### src/rtl/spi_status_guard_pkg.sv
package spi_status_guard_pkg;

    typedef enum logic [1:0] {
        FK_OTHER  = 2'd0,
        FK_ARRAY  = 2'd1,
        FK_STATUS = 2'd2
    } frame_kind_e;

    typedef struct packed {
        logic       lock;
        logic [1:0] region;
    } prot_t;

    localparam int unsigned SB_LOCK_BIT = 7;
    localparam int unsigned SB_RGN_HI   = 3;
    localparam int unsigned SB_RGN_LO   = 2;

endpackage

### src/rtl/ssg_region_cmp.sv
module ssg_region_cmp #(
    parameter int unsigned ADDR_W = 16
) (
    input  logic [1:0]        region,
    input  logic [ADDR_W-1:0] addr,
    output logic              hit
);
    localparam logic [ADDR_W-1:0] HALF_BASE    = {1'b1, {(ADDR_W-1){1'b0}}};
    localparam logic [ADDR_W-1:0] QUARTER_BASE = {2'b11, {(ADDR_W-2){1'b0}}};

    always_comb begin
        case (region)
            2'b01:   hit = (addr >= QUARTER_BASE);
            2'b10:   hit = (addr >= HALF_BASE);
            2'b11:   hit = 1'b1;
            default: hit = 1'b0;
        endcase
    end
endmodule

### src/rtl/ssg_enable_latch.sv
module ssg_enable_latch (
    input  logic clk,
    input  logic rst_n,
    input  logic set_i,
    input  logic clr_i,
    output logic wel_o
);
    logic wel_d, wel_q;

    always_comb begin
        wel_d = wel_q;
        if (set_i) wel_d = 1'b1;
        if (clr_i) wel_d = 1'b0;
    end

    always_ff @(posedge clk or negedge rst_n) begin
        if (!rst_n) wel_q <= 1'b0;
        else        wel_q <= wel_d;
    end

    assign wel_o = wel_q;
endmodule

### src/rtl/spi_status_guard.sv
module spi_status_guard
    import spi_status_guard_pkg::*;
#(
    parameter int unsigned ADDR_W = 16
) (
    input  logic              clk,
    input  logic              por_n,
    input  logic              rst_n,
    input  logic              op_wren,
    input  logic              op_wrdi,
    input  logic              frame_end,
    input  logic [1:0]        frame_kind,
    input  logic              sr_wr_valid,
    input  logic [7:0]        sr_wr_data,
    input  logic              wp_n,
    input  logic [ADDR_W-1:0] wr_addr,
    output logic [7:0]        status_byte,
    output logic              wel,
    output logic              arr_wr_ok,
    output logic              sr_wr_ok
);
    prot_t       prot_d, prot_q;
    frame_kind_e kind;
    logic        wel_rst_n;
    logic        wel_clr;
    logic        wel_q;
    logic        in_region;
    logic        sr_locked;
    logic        sr_data_unused;

    assign kind           = frame_kind_e'(frame_kind);
    assign wel_rst_n      = por_n & rst_n;
    assign wel_clr        = op_wrdi | (frame_end & ((kind == FK_ARRAY) | (kind == FK_STATUS)));
    assign sr_data_unused = ^{sr_wr_data[6:4], sr_wr_data[1:0]};

    ssg_enable_latch u_latch (
        .clk   (clk),
        .rst_n (wel_rst_n),
        .set_i (op_wren),
        .clr_i (wel_clr),
        .wel_o (wel_q)
    );

    ssg_region_cmp #(.ADDR_W(ADDR_W)) u_region (
        .region (prot_q.region),
        .addr   (wr_addr),
        .hit    (in_region)
    );

    assign sr_locked = prot_q.lock & ~wp_n;

    always_comb begin
        prot_d = prot_q;
        if (sr_wr_valid && wel_q && !sr_locked) begin
            prot_d.lock   = sr_wr_data[SB_LOCK_BIT];
            prot_d.region = sr_wr_data[SB_RGN_HI:SB_RGN_LO];
        end
    end

    always_ff @(posedge clk or negedge por_n) begin
        if (!por_n) prot_q <= '0;
        else        prot_q <= prot_d;
    end

    assign status_byte = {prot_q.lock, 3'b000, prot_q.region, wel_q, 1'b0};
    assign wel         = wel_q;
    assign arr_wr_ok   = wel_q & ~in_region;
    assign sr_wr_ok    = wel_q & ~sr_locked;
endmodule

### config.mk
export PLATFORM = sky130hd
export DESIGN_NAME = spi_status_guard
export DESIGN_NICKNAME = d
export VERILOG_FILES = /design/src/rtl/spi_status_guard_pkg.sv /design/src/rtl/ssg_region_cmp.sv /design/src/rtl/ssg_enable_latch.sv /design/src/rtl/spi_status_guard.sv
export SDC_FILE = /design/constraint.sdc
export NUM_CORES = 1
export LEC_CHECK = 0
export BUFFER_PORTS_ARGS = -buffer_cell sky130_fd_sc_hd__buf_2
export CAP_MARGIN = 20
export CORE_AREA = 5 5 42 44
export DETAILED_ROUTE_END_ITERATION = 12
export DIE_AREA = 0 0 47 49
export SLEW_MARGIN = 20
export SYNTH_ARGS = -nofsm -noshare
export SYNTH_HDL_FRONTEND = slang
export SYNTH_HIERARCHICAL = 1
export SYNTH_SLANG_ARGS = --single-unit
### constraint.sdc
create_clock -name clk -period 2.9 [get_ports clk]
set_clock_uncertainty 0.15 [all_clocks]
set_input_delay 0.29 -clock clk [delete_from_list [all_inputs] [get_ports clk]]
set_output_delay 0.29 -clock clk [all_outputs]
set_load 0.005 [all_outputs]
==> flow_summary_export.csv <==
group,metric,value,unit
cts,clk_pin_slew,0.04,ns
cells_and_area,area_growth,55.4,%
cells_and_area,drive_gt1_frac,0.540,
synth,synth_cells,26,
timing,setup_violations,0,
setup_path,arrival,1.02,ns
global_routing,grt_pass1_wl,993,um
die,fp.dieW,47,um
timing,rsz0062_at_grt,"no",
global_routing,grt_pass1_vias,263,
synth,synth_fa_ha_area_frac,0,
run,cap_violations,0,
synth,yosysUniqueCellTypes,16,
setup_path,required,2.46,ns
setup_path,start_kind,"flip-flop",
cells_and_area,num_antenna_cells,0,
detailed_routing,drt_pre_antenna_iters,1,
synth,yosysWarningCount,6,
cts,ctsResizeCount,0,
cts,cts_tree,"built",
status,outcome,"completed",
detailed_routing,viasPerCell,3.85,
detailed_routing,drc,0,
pwr,irDropWorstVdd,0.153,mV
setup_path,critical_path_buf_inv_count,1,
synth,synth_area_leader_cell,"dfrtp_1",
global_routing,grt_use_total,0.0607,
pwr,p_sw,0.0000541,W
setup_path,end_kind,"output port",
cells_and_area,nNetsFinal,86,
synth,synthXorXnorAreaFrac,0.0343,
timing,setup_tns,0,ns
global_routing,antenna_found_initial,0,
cells_and_area,final_util,0.283,
detailed_routing,wl,608,um
cts,root_buffer,"clkbuf_4",
die,core-area,1400,um^2
pwr,leakagePower,0.223,nW
die,die-area,2300,um^2
global_routing,grt_max_degree,9,
placed_design,place_congestion,0.652,
die,start_util,0.182,
synth,ys_seq_area_frac,0.392,
placed_design,io_buffers,21,
cts,clock-sinks,4,
cells_and_area,final_common_cell,"buf_2",
synth,synthesis.area,255,um^2
timing,slew_viol_final,0,
setup_path,crit_family,"flip-flops",
synth,avgSynthCellArea,9.82,um^2
synth,synth_seq_cells,4,
synth,synth-simple-area-share,0.118,
setup_path,path_cells,"a21boi_0, buf_2",
setup_path,worstSetupPathType,"reg2out",
die,rows,14,
detailed_routing,initialDrtViolationCount,0,
synth,synth_top_family_by_area,"compound AO/OA/AOI/OAI gates",
timing,fmax,686,MHz
synth,yosys.area.top_type_share,0.392,
cts,clockBufferDepth,2,
cells_and_area,final_cell_mix,"buf_2 (21), conb_1 (4), dfrtp_1 (4), clkbuf_4 (3)",
placed_design,placed_area,354,um^2
synth,synth_compound_area_frac,0.191,
global_routing,grt.overflow.total,0,
pwr,intPower,0.000151,W
pwr,swShare,0.264,
cells_and_area,design_area,397,um^2
pwr,total_power,0.000205,W
die,ios,45,
timing,fin_crit_sh,0.502,
setup_path,max_stage_delay,0.44,ns
detailed_routing,vias,254,
timing,fin_crit,1.46,ns
pwr,clkPwrFrac,0.322,
cts,cts_buffers,3,
detailed_routing,routedWlPerCell,9.21,um
pwr,pwr-share-comb,0.282,
synth,synth_mux_area_frac,0.0882,
setup_path,cp_max_fo,8,
die,die_y,49,um
hold_path,hp-class,"in2reg",
timing,hold_viol_final,0,
pwr,powerDensity,517,nW/um^2
detailed_routing,antenna_left,0,
cts,clk_latency,0.23,ns
placed_design,dp_hpwl,551,um
synth,synth_area_leaders,"dfrtp_1 (39%), buf_4 (15%), mux2_2 (8.8%)",
cts,h-tree-depth,1,
pwr,power_frac_seq,0.396,
setup_path,slowest_stage,"dfrtp_1",
[timing repair]
item | in CTS | in global routing
setup buffers | 0 | 0
endpoints found under the setup margin | 0 | 0
hold buffers | 2 | 0
endpoints found under the hold margin | 4 | 0
[final cells by class]
| class | count | area [um^2] |
|---|---|---|
| repair buffers | 23 | 125 |
| multi-input cells | 19 | 125 |
| flip-flops and latches | 4 | 100 |
| well taps | 16 | 20.0 |
| fillers | 167 | 1000 |
| clock buffers | 3 | 22.5 |
| inverters | 1 | 3.75 |
[worst reg2reg max path, cell delays in order (launching register included)]
cell and delay (ns):
dfrtp_1 0.44, nand2_1 0.09, a21oi_2 0.16, mux2_2 0.35
[registers in the layout, indices dropped and copies added, names as in the netlist]
| name | count |
|---|---|
| status_byte | 3 |
| u_latch/wel_o | 1 |
[Yosys cell counts]
cell / number
a21boi_0: 1
nand3_1: 2
a32o_1: 1
conb_1: 1
dfrtp_1: 4
inv_1: 1
nor2b_1: 1
xor2_1: 1
and2_1: 1
a21o_1: 1
o21ba_1: 1
buf_4: 5
a21oi_2: 1
mux2_2: 2
nand2_1: 2
o21ai_1: 1
[routing by layer]
layer | global-route usage | up-vias | routed length, um
met1 | 0.0554 | 110 | 186
li1 | - | 129 | -
met2 | 0.0995 | 15 | 323
met4 | 0.0276 | 0 | 0
met3 | 0.0406 | 0 | 99
met5 | 0 | - | 0
[cells by family after synthesis]
group	after synthesis
multiplexers	2
AND/OR/NAND/NOR	6
flip-flops	4
AO/OA/AOI/OAI	6
buffers and inverters	6
other	1
XOR/XNOR	1
[metrics by stage]
stage	cells	hold WS, ns	setup WS, ns
4_1_cts	66	0.132	1.41
6_report	66	0.141	1.44
5_1_grt	66	0.143	1.36
2_1_floorplan	29	-0.156	1.66
3_5_place_dp	61	-0.0517	1.57
3_3_place_gp	61	-0.0545	1.59
[power by group through the flow]
stage	Combinational, W	Sequential, W	Clock, W
6_report	0.0000579	0.0000812	0.0000660
5_1_grt	0.0000648	0.0000846	0.0000757
4_1_cts	0.0000595	0.0000815	0.0000708
3_5_place_dp	0.0000574	0.0000823	0
3_3_place_gp	0.0000563	0.0000820	0
2_1_floorplan	0.0000298	0.0000827	0
[final timing paths]
kind	startpoint	depth (start not counted)	slack, ns	endpoint
max	u_latch/wel_o	2	1.44	sr_wr_ok
min	op_wren	2	0.14	u_latch/wel_o
max reg2reg	u_latch/wel_o	3	1.59	status_byte[3]
min reg2reg	status_byte[3]	1	0.38	status_byte[3]
max in group asynchronous	por_n	3	2.12	u_latch/wel_o
min in group asynchronous	por_n	2	0.24	status_byte[7]
Power figures use the tool's default switching activity.
